### src/rtl/gwd_pkg.sv
package gwd_pkg;
  localparam logic [1:0] SIZE_BYTE = 2'd0;
  localparam logic [1:0] SIZE_WORD = 2'd1;
  localparam logic [1:0] SIZE_LONG = 2'd2;

  localparam logic [7:0] KEY_CNT  = 8'h5A;
  localparam logic [7:0] KEY_CTRL = 8'hA5;

  typedef struct packed {
    logic       run;
    logic       wdog;
    logic       ovf;
    logic [1:0] rsvd;
    logic [2:0] sel;
  } ctrl_t;

  localparam int SEL_W = 3;
endpackage

### src/rtl/gwd_regif.sv
module gwd_regif
  import gwd_pkg::*;
#(
  parameter int ADDR_W   = 4,
  parameter int CNT_OFS  = 0,
  parameter int CTRL_OFS = 4
) (
  input  logic              clk,
  input  logic              rst,
  input  logic              bus_sel,
  input  logic              bus_we,
  input  logic [1:0]        bus_size,
  input  logic [ADDR_W-1:0] bus_addr,
  input  logic [31:0]       bus_wdata,
  input  logic [7:0]        cnt_val,
  input  logic [7:0]        ctrl_val,
  output logic              cnt_wr,
  output logic              ctrl_wr,
  output logic [7:0]        wr_byte,
  output logic [31:0]       bus_rdata
);
  localparam logic [ADDR_W-1:0] A_CNT  = ADDR_W'(CNT_OFS);
  localparam logic [ADDR_W-1:0] A_CTRL = ADDR_W'(CTRL_OFS);

  logic hit_cnt, hit_ctrl, word_wr, rd_en;
  logic unused_hi;

  assign hit_cnt  = (bus_addr == A_CNT);
  assign hit_ctrl = (bus_addr == A_CTRL);
  assign word_wr  = bus_sel && bus_we && (bus_size == SIZE_WORD);
  assign rd_en    = bus_sel && !bus_we;

  assign cnt_wr  = word_wr && hit_cnt  && (bus_wdata[15:8] == KEY_CNT);
  assign ctrl_wr = word_wr && hit_ctrl && (bus_wdata[15:8] == KEY_CTRL);
  assign wr_byte = bus_wdata[7:0];
  assign unused_hi = ^bus_wdata[31:16];

  always_ff @(posedge clk) begin
    if (rst) begin
      bus_rdata <= '0;
    end else if (rd_en) begin
      if (hit_cnt)       bus_rdata <= {24'd0, cnt_val};
      else if (hit_ctrl) bus_rdata <= {24'd0, ctrl_val};
      else               bus_rdata <= '0;
    end
  end
endmodule

### src/rtl/gwd_prescale.sv
module gwd_prescale #(
  parameter int BASE_SHIFT = 5,
  parameter int SEL_W      = 3
) (
  input  logic             clk,
  input  logic             rst,
  input  logic             clr,
  input  logic             run,
  input  logic [SEL_W-1:0] sel,
  output logic             tick
);
  localparam int NSEL  = 1 << SEL_W;
  localparam int PRE_W = BASE_SHIFT + NSEL - 1;
  localparam logic [PRE_W-1:0] ONE = {{(PRE_W-1){1'b0}}, 1'b1};

  logic [PRE_W-1:0] pre_q;
  logic [NSEL-1:0]  hit;

  always_ff @(posedge clk) begin
    if (rst || clr) pre_q <= '0;
    else            pre_q <= pre_q + ONE;
  end

  // one terminal-count tap per divisor choice
  for (genvar g = 0; g < NSEL; g++) begin : g_tap
    assign hit[g] = &pre_q[BASE_SHIFT+g-1:0];
  end

  assign tick = run && hit[sel];
endmodule

### src/rtl/gwd_core.sv
module gwd_core
  import gwd_pkg::*;
#(
  parameter int RST_HOLD = 16
) (
  input  logic       clk,
  input  logic       rst,
  input  logic       cnt_wr,
  input  logic       ctrl_wr,
  input  logic [7:0] wr_byte,
  input  logic       tick,
  input  logic       wake,
  output logic [7:0] cnt_q,
  output ctrl_t      ctl_q,
  output logic       pre_clr,
  output logic       rst_req,
  output logic       irq,
  output logic       ready
);
  localparam int HOLD_W = $clog2(RST_HOLD + 1);
  localparam logic [HOLD_W-1:0] HOLD_LAST = HOLD_W'(RST_HOLD - 1);

  logic [7:0]        cnt_d;
  ctrl_t             ctl_d;
  logic              stab_q, stab_d;
  logic              wrap, hw_flag, wd_fire, rdy_d;
  logic [HOLD_W-1:0] hold_q;

  always_comb begin
    cnt_d   = cnt_q;
    ctl_d   = ctl_q;
    stab_d  = stab_q;
    wrap    = tick && (&cnt_q);
    hw_flag = wrap && !stab_q;
    wd_fire = hw_flag && ctl_q.wdog;
    rdy_d   = wrap && stab_q;

    if (tick) cnt_d = cnt_q + 8'd1;
    if (rdy_d) begin
      ctl_d.run = 1'b0;
      stab_d    = 1'b0;
    end
    if (hw_flag) ctl_d.ovf = 1'b1;

    if (cnt_wr) cnt_d = wr_byte;
    if (ctrl_wr) begin
      ctl_d.run  = wr_byte[7];
      ctl_d.wdog = wr_byte[6];
      ctl_d.ovf  = (ctl_q.ovf && wr_byte[5]) || hw_flag;
      ctl_d.rsvd = 2'b00;
      ctl_d.sel  = wr_byte[2:0];
    end

    if (wake) begin
      ctl_d.run = 1'b1;
      stab_d    = 1'b1;
    end
    if (!ctl_d.run) stab_d = 1'b0;
  end

  assign pre_clr = wake || !ctl_q.run;

  always_ff @(posedge clk) begin
    if (rst) begin
      cnt_q  <= '0;
      ctl_q  <= '0;
      stab_q <= 1'b0;
      irq    <= 1'b0;
      ready  <= 1'b0;
    end else begin
      cnt_q  <= cnt_d;
      ctl_q  <= ctl_d;
      stab_q <= stab_d;
      irq    <= ctl_d.ovf && !ctl_d.wdog;
      ready  <= rdy_d;
    end
  end

  always_ff @(posedge clk) begin
    if (rst) begin
      hold_q  <= '0;
      rst_req <= 1'b0;
    end else if (wd_fire) begin
      hold_q  <= HOLD_LAST;
      rst_req <= 1'b1;
    end else if (hold_q != '0) begin
      hold_q  <= hold_q - 1'b1;
    end else begin
      rst_req <= 1'b0;
    end
  end
endmodule

### src/rtl/gwd_top.sv
module gwd_top
  import gwd_pkg::*;
#(
  parameter int ADDR_W     = 4,
  parameter int CNT_OFS    = 0,
  parameter int CTRL_OFS   = 4,
  parameter int BASE_SHIFT = 5,
  parameter int RST_HOLD   = 16
) (
  input  logic              clk,
  input  logic              rst,
  input  logic              bus_sel,
  input  logic              bus_we,
  input  logic [1:0]        bus_size,
  input  logic [ADDR_W-1:0] bus_addr,
  input  logic [31:0]       bus_wdata,
  output logic [31:0]       bus_rdata,
  input  logic              wake,
  output logic              rst_req,
  output logic              irq,
  output logic              ready
);
  logic [7:0] cnt_val, ctrl_val, wr_byte;
  ctrl_t      ctl;
  logic       cnt_wr, ctrl_wr, tick, pre_clr;

  assign ctrl_val = ctl;

  gwd_regif #(.ADDR_W(ADDR_W), .CNT_OFS(CNT_OFS), .CTRL_OFS(CTRL_OFS)) u_regif (
    .clk(clk), .rst(rst), .bus_sel(bus_sel), .bus_we(bus_we),
    .bus_size(bus_size), .bus_addr(bus_addr), .bus_wdata(bus_wdata),
    .cnt_val(cnt_val), .ctrl_val(ctrl_val), .cnt_wr(cnt_wr),
    .ctrl_wr(ctrl_wr), .wr_byte(wr_byte), .bus_rdata(bus_rdata)
  );

  gwd_prescale #(.BASE_SHIFT(BASE_SHIFT), .SEL_W(SEL_W)) u_pre (
    .clk(clk), .rst(rst), .clr(pre_clr), .run(ctl.run),
    .sel(ctl.sel), .tick(tick)
  );

  gwd_core #(.RST_HOLD(RST_HOLD)) u_core (
    .clk(clk), .rst(rst), .cnt_wr(cnt_wr), .ctrl_wr(ctrl_wr),
    .wr_byte(wr_byte), .tick(tick), .wake(wake), .cnt_q(cnt_val),
    .ctl_q(ctl), .pre_clr(pre_clr), .rst_req(rst_req), .irq(irq),
    .ready(ready)
  );
endmodule

### config.mk
export PLATFORM = sky130hd
export DESIGN_NAME = gwd_top
export DESIGN_NICKNAME = d
export VERILOG_FILES = /design/src/rtl/gwd_pkg.sv /design/src/rtl/gwd_regif.sv /design/src/rtl/gwd_prescale.sv /design/src/rtl/gwd_core.sv /design/src/rtl/gwd_top.sv
export SDC_FILE = /design/constraint.sdc
export NUM_CORES = 1
export LEC_CHECK = 0
export ABC_AREA = 1
export ABC_CLOCK_PERIOD_IN_PS = 4500
export BUFFER_PORTS_ARGS = -buffer_cell sky130_fd_sc_hd__buf_4
export CORE_MARGIN = 2
export CORE_UTILIZATION = 40
export DETAILED_ROUTE_END_ITERATION = 7
export GPL_TIMING_DRIVEN = 1
export PLACE_DENSITY_LB_ADDON = 0.3
export REMOVE_ABC_BUFFERS = 1
export SLEW_MARGIN = 20
export SYNTH_ARGS = -nofsm -noshare
export SYNTH_HDL_FRONTEND = slang
export SYNTH_SLANG_ARGS = --single-unit
export TNS_END_PERCENT = 100
### constraint.sdc
create_clock -name clk -period 4.5 [get_ports clk]
set_input_delay 0.675 -clock clk [delete_from_list [all_inputs] [get_ports clk]]
set_output_delay 0.675 -clock clk [all_outputs]
set_load 0.005 [all_outputs]
==> metrics.yaml, run 1 <==
synth-main-ff-cell: "dfxtp_1"
syn-cell-area_um2: 2394
vias_per_cell: 4.651
hold_path_class: "register to register"
vdd_drop_max_mv: 0.1906
rsz0062_at_grt: "false"
diodes: 0
grt_max_degree: 20
drive_gt1_share_pct: 16.32
fillers: 611
wl_per_cell_um: 11.13
power_density_nw_per_um2: 328.8
setup-tns-final_ns: 0
grt_pass1_vias: 1945
synth_cell_types: 36
cts_made_buffers: 5
syn2layout_area_growth_pct: 15.47
die_w_um: 81.36
synthCells: 340
cp-start-kind: "input pin"
grt_pass1_wl_mm: 8.514
hold_buffers: 0
place_hpwl_mm: 3.810
fin_crit_ns: 2.123
vias: 2116
slew_headroom_pct: 40.92
cp_top_family: "simple AND/OR/NAND/NOR gates"
clk_latency_ns: 0.31
grt.total_usage_pct: 16.55
p_leak_nw: 1.326
cp_max_fo: 16
portBuffers: 37
tightest_slew_ns: 0.8829
clock_path_buffers: 2
grt-ovfl-total: 0
drt_pass1_iterations: 4
nNetsFinal: 428
setup.worst_path.end_class: "register"
cts_resized: 0
num_rows: 28
syn_area_per_cell_um2: 7.040
cts_tree: "built"
cap_violations: 0
drtIter0Drc: 96
path_clk_slew_ns: 0.09
dieArea_um2: 6619
setup_viol_count_final: 0
ys_seq_elements: 43
status: "complete, no violations"
final.period_utilization_pct: 47.18
slowest_delay_ns: 0.47
cp_num_buf_inv: 3
synth_edf_count: 0
drt_wl_total_mm: 5.065
ys_warn_count: 0
fin_skew_ns: 0.01349
placed_cells: 447
crit_top_cell: "nor2_1"
cts_setup_buffers: 0
fmax_ghz: 0.4710
ys_seq_area_share_pct: 35.96
final_cells: 455
drtAntennaViolNets: 0
place.gp.congestion: 0.8156
pin_count: 78
drv_slew: 0
async_reset_ff_share_pct: 0
initial_utilization_pct: 40.91
hold_viol: 0
drc_errors: 0
arrival_ns: 2.32
crit_path_top_delay_cell: "nand3_1"
path_class: "input pin to register"
cts_root_buf: "clkbuf_8"
htreeDepth: 2
antenna_found_initial: 0
path_cells: "buf_4, nor2_1, nand2_1, inv_1, nand3_1, nand2_4, inv_2, nor2_1, nor2_1"
cp.required_ns: 4.69
cts.sinks: 43
core-area_um2: 5851
die_y_um: 81.36
==> cells in the final DEF (no fill, tap or decap), types with 2 or more instances in the layout <==
cell      synthesis  final
a31oi_1           2      2
nor2_1           54     54
a21oi_1          15     15
buf_4            24     37
o21ai_0          31     31
nand2_2           4      4
nor4_1            2      2
nand2_1          49     49
a21oi_2           2      2
ha_1              6      6
nand3_1          14     14
nor3_1            5      5
conb_1            1     24
inv_2             2      2
nand4_1           5      5
xor2_1            6      6
or2_2             2      2
clkbuf_8          0      5
dfxtp_1          43     43
inv_1            52     52
o221ai_1          4      4
==> path summary, 6_finish.rpt <==
path,end,slack [ns],from,cells past startpoint
worst max-delay path,u_core.cnt_q[6],2.38,bus_addr[1],9
worst min-delay path,u_pre.pre_q[0],0.45,u_pre.pre_q[0],1
worst max register to register,u_core.cnt_q[6],2.40,u_pre.pre_q[0],15
worst min register to register,u_pre.pre_q[0],0.45,u_pre.pre_q[0],1
==> routing by layer <==
metal	GRT usage (%)	routed length, um	up-vias
met2	29.18	2482	39
met5	0	0	-
li1	-	-	1116
met3	4.000	203	7
met4	6.610	77	0
met1	19.11	2302	954
==> worst reg2reg max path, delay by kind of cell (launching register included) <==
kind,cells,cell delay (ns)
buf+inv,3,0.28
flops,1,0.36
simple gates,8,0.67
fa+ha+maj,2,0.36
compound gates,2,0.33
==> state kept, by name, summed over array words and instances, names as in the netlist <==
| name | count |
|---|---|
| u_pre.pre_q | 12 |
| u_core.cnt_q | 8 |
| u_regif.bus_rdata | 8 |
| u_core.ctl_q | 6 |
| u_core.hold_q | 5 |
| u_core.irq | 1 |
| u_core.ready | 1 |
| u_core.rst_req | 1 |
| u_core.stab_q | 1 |
==> logic make-up after synthesis <==
logic type,Yosys count,synth area share [%]
and+or+nand+nor,140,26.50
xor gates and xnor gates,7,2.561
other,1,0.1567
AOI/OAI and AO/OA,61,14.85
adders and majority gates,6,3.136
DFF,43,35.96
buffers and inverters,82,16.83
==> cells in the mapped netlist (5+ instances only) <==
master	n	area, um2
nor2_1	54	202.7
o21ai_0	31	155.2
nand2_1	49	183.9
nor3_1	5	25.02
nand4_1	5	31.28
dfxtp_1	43	860.8
ha_1	6	75.07
inv_1	52	195.2
a21oi_1	15	75.07
nand3_1	14	70.07
xor2_1	6	52.55
buf_4	24	180.2
==> metrics by stage <==
stage | area (um2) | hold slack (ns) | worst slack [ns] | util (%) | power [W]
2_1_floorplan | 2280 | 0.4175 | 2.598 | - | 0.0005550
3_3_place_gp | 2651 | 0.4279 | 2.067 | 45.32 | 0.0006020
3_5_place_dp | 2651 | 0.4393 | 2.036 | 45.32 | 0.0006103
4_1_cts | 2764 | 0.4549 | 2.359 | 47.24 | 0.0009192
5_1_grt | 2764 | 0.4761 | 2.083 | 47.24 | 0.0009628
6_report | 2764 | 0.4460 | 2.377 | 47.24 | 0.0009089
==> cell type report <==
cell class              count  area, um2  share of cell area, %
multi-input cells         238       1216                  44.00
flip-flops and latches     43      860.8                  31.15
repair buffers             37      277.8                  10.05
inverters                  54      202.7                  7.334
well taps                  75      93.84                  3.395
clock buffers               5      68.82                  2.490
clock inverters             3      43.79                  1.584
==> report_power, final <==
group / internal (W) / switching, W / total, W
Sequential: 0.000408 / 0.0000170 / 0.000425
Clock: 0.000165 / 0.000142 / 0.000308
Combinational: 0.0000736 / 0.000102 / 0.000176
Total: 0.000647 / 0.000262 / 0.000909
(Power assumes the default switching activity.)
==> inputs of run 2 (changes only) <==
--- a/config.mk
+++ b/config.mk
@@ -5,8 +5,8 @@
 export SDC_FILE = /design/constraint.sdc
 export NUM_CORES = 1
 export LEC_CHECK = 0
-export ABC_AREA = 1
-export ABC_CLOCK_PERIOD_IN_PS = 4500
+export ABC_AREA = 0
+export ABC_CLOCK_PERIOD_IN_PS = 2100
 export BUFFER_PORTS_ARGS = -buffer_cell sky130_fd_sc_hd__buf_4
 export CORE_MARGIN = 2
 export CORE_UTILIZATION = 40
==> constraint.sdc (replaced) <==
create_clock -name clk -period 2.1 [get_ports clk]
set_input_delay 0.315 -clock clk [delete_from_list [all_inputs] [get_ports clk]]
set_output_delay 0.315 -clock clk [all_outputs]
set_load 0.005 [all_outputs]
==> run 2 against run 1 <==
Effect of this change: die area decreased by 7.2%; worst hold slack got worse by 0.17 ns; clock power increased by 70%; critical path depth increased by 1; core utilization increased by 2.8 points; sequential power increased by 110%; synthesized cell count decreased by 24%; global-route usage decreased by 1.3 points; critical path type is now register to register; largest cell class unchanged; largest power group unchanged; highest routed layer unchanged.
==> metrics.yaml, run 2 <==
synth_edf_count: 0
drtAntennaViolNets: 0
synthSimpleGateAreaFrac_pct: 26.75
cp_num_buf_inv: 1
power_density_nw_per_um2: 658.7
power.switching_w: 0.0005076
portBuffers: 37
synth_commonest_cells: "dfxtp_1, nor2_1, buf_4"
async_reset_ff_share_pct: 0
fillers: 566
die_w_um: 78.37
route.met3.wl_um: 197
hold_viol: 0
grt.total_usage_pct: 15.27
arrival_ns: 2.30
largest_register_ffs: 12
seq_power_share_pct: 50.7
path_class: "register to register"
vias_per_cell: 4.862
pin_count: 78
total_power_w: 0.001794
final_cell_mix: "buf_4, dfxtp_1, nor2_1, conb_1, nand2_1"
status: "complete, no violations"
ys_seq_area_share_pct: 38.91
syn2layout_area_growth_pct: 23.13
diodes: 0
rsz0062_at_grt: "true"
swShare_pct: 28.29
place_hpwl_mm: 3.316
synth-compound-area-share_pct: 12.05
syn_area_per_cell_um2: 8.541
vias: 1872
slew_headroom_pct: 63.76
clk_latency_ns: 0.30
num_rows: 27
grt_pass1_wl_mm: 7.514
final_area_um2: 2724
hold_path_class: "input pin to register"
clock_path_buffers: 2
cts_tree: "built"
tightest_slew_ns: 0.5391
cts_setup_buffers: 0
drt_pass1_iterations: 4
setup.worst_path.end_class: "register"
nNetsFinal: 361
cts.sinks: 43
drv_slew: 0
synthAdderAreaFrac_pct: 3.394
synth_top_family_by_area: "simple AND/OR/NAND/NOR gates"
grt-ovfl-total: 0
synth_cell_types: 45
setup_viol_count_final: 0
antenna_found_initial: 0
highest_layer: "met4"
synth_xor_xnor_area_share_pct: 7.127
pwr-share-clk_pct: 29.3
regMostFlops: "u_pre.pre_q"
place.gp.congestion: 0.7647
final_common_cell: "buf_4"
cts_made_buffers: 5
reg_top3: "u_pre.pre_q: 12 flops, u_core.cnt_q: 8 flops, u_regif.bus_rdata: 8 flops"
cp_top_family: "simple AND/OR/NAND/NOR gates"
fin_skew_ns: 0.009226
ys_seq_elements: 43
yosys.area.top_type: "dfxtp_1"
crit_top_cell: "ha_4"
drive_gt1_share_pct: 24.92
met1_length_mm: 2.011
path_clk_slew_ns: 0.09
synthCells: 259
cp-start-kind: "register"
drt_wl_total_mm: 4.514
drc_errors: 0
cts_root_buf: "clkbuf_8"
drtIter0Drc: 59
fin_crit_ns: 2.095
p_leak_nw: 1.130
cp_max_fo: 6
synth.area.mux_share_pct: 0.4525
initial_utilization_pct: 40.67
path_cells: "ha_4, nand3_4, inv_2, ha_4, nor2_1, nor3b_1, a221o_1, nand3_2, or3b_4, and4b_1"
synth.most_common_cell: "dfxtp_1"
cap_violations: 0
core-area_um2: 5439
dpl-instance-area_um2: 2589
crit_path_top_delay_cell: "or3b_4"
cp.required_ns: 2.30
htreeDepth: 2
dieArea_um2: 6141
power_frac_comb_pct: 20.0
slowest_delay_ns: 0.45
intPower_w: 0.001287
syn-cell-area_um2: 2212
wl_per_cell_um: 11.72
synth-main-ff-cell: "dfxtp_1"
route.met2.wl_mm: 2.236
vdd_drop_max_mv: 0.3151
ys_warn_count: 0
grt_pass1_vias: 1730
grt_max_degree: 34
die_y_um: 78.37
yosysTopAreaCellShare_pct: 38.91
synthTopCellsByArea: "dfxtp_1, buf_4, nor2_1"
fmax_ghz: 0.4772
final.period_utilization_pct: 99.78
-- run 2: changes by cell type in the layout (fill, tap and decap cells not counted), moves of 4 or more --
cell / before / now
nor2_1: 54 / 33
nor4bb_1: 0 / 4
buf_4: 37 / 54
o221ai_1: 4 / 0
xor2_1: 6 / 11
a211oi_1: 1 / 8
nand2_1: 49 / 21
nand2b_1: 0 / 4
inv_1: 52 / 8
and3_1: 0 / 4
nand2_2: 4 / 0
o21ai_0: 31 / 3
a221oi_1: 0 / 6
xnor2_1: 1 / 7
-- run 2: layout make-up --
cell class	instances	area (um2)	share of cell area, %
clock inverter	3	20.02	0.7350
sequential	43	863.3	31.70
clock buffer	5	68.82	2.526
inverter	9	33.78	1.240
timing repair buffer	55	416.7	15.30
multi-input combinational	198	1231	45.20
tap	72	90.09	3.307
-- run 2: worst register-to-register path, stage by stage (launching register included) --
cell and delay (ns):
dfxtp_2 0.36, ha_4 0.15, nand3_4 0.09, inv_2 0.08
ha_4 0.11, nor2_1 0.03, nor3b_1 0.20, a221o_1 0.22
nand3_2 0.12, or3b_4 0.45, and4b_1 0.19
-- run 2: worst paths after layout --
check / startpoint / to / slack [ns] / cells past startpoint
max: u_pre.pre_q[1] / u_core.hold_q[4] / 0.005 / 10
min: bus_wdata[0] / u_core.ctl_q[0] / 0.27 / 3
max reg2reg: u_pre.pre_q[1] / u_core.hold_q[4] / 0.005 / 10
min reg2reg: u_regif.bus_rdata[4] / u_regif.bus_rdata[4] / 0.45 / 2
-- run 2: metal layers --
metal	up-vias	global-route usage, %
li1	961	-
met1	859	18.71
met2	43	25.60
met3	9	3.448
met4	0	6.842
met5	-	0
-- run 2: kinds of logic (layout without fill, tap and decap cells) --
kind of cell / count (synthesis) / count (layout)
compound gates: 38 / 38
other cells: 1 / 24
mux: 1 / 1
buf+inv: 41 / 72
fa+ha+maj: 6 / 6
xor+xnor: 18 / 18
flops: 43 / 43
simple gates: 111 / 111
-- run 2: power by group through the flow --
stage | clock (W) | sequential, W | combinational, W
6_report | 0.000525 | 0.000910 | 0.000359
5_1_grt | 0.000578 | 0.000921 | 0.000420
4_1_cts | 0.000540 | 0.000910 | 0.000363
3_5_place_dp | 0 | 0.000928 | 0.000361
3_3_place_gp | 0 | 0.000928 | 0.000354
2_1_floorplan | 0 | 0.000922 | 0.000258
-- run 2: timing repair --
action / 4_1_cts / 5_1_grt
pin swaps: 3 / 5
resized for setup: 5 / 7
endpoints found under the setup margin: 9 / 10
hold buffers: 0 / 0
-- run 2: through the flow --
stage	setup WS [ns]	instances	utilization, %	hold slack, ns	setup TNS, ns
after floorplan	-0.1207	250	-	0.3841	-0.1797
after global placement	-0.09240	377	47.60	0.4401	-0.09240
after detailed placement	-0.1388	377	47.60	0.4466	-0.3644
after CTS	0.001218	385	49.51	0.2678	0
after global routing	-0.09299	385	50.08	0.2672	-0.1814
final	0.004647	385	50.08	0.2726	0
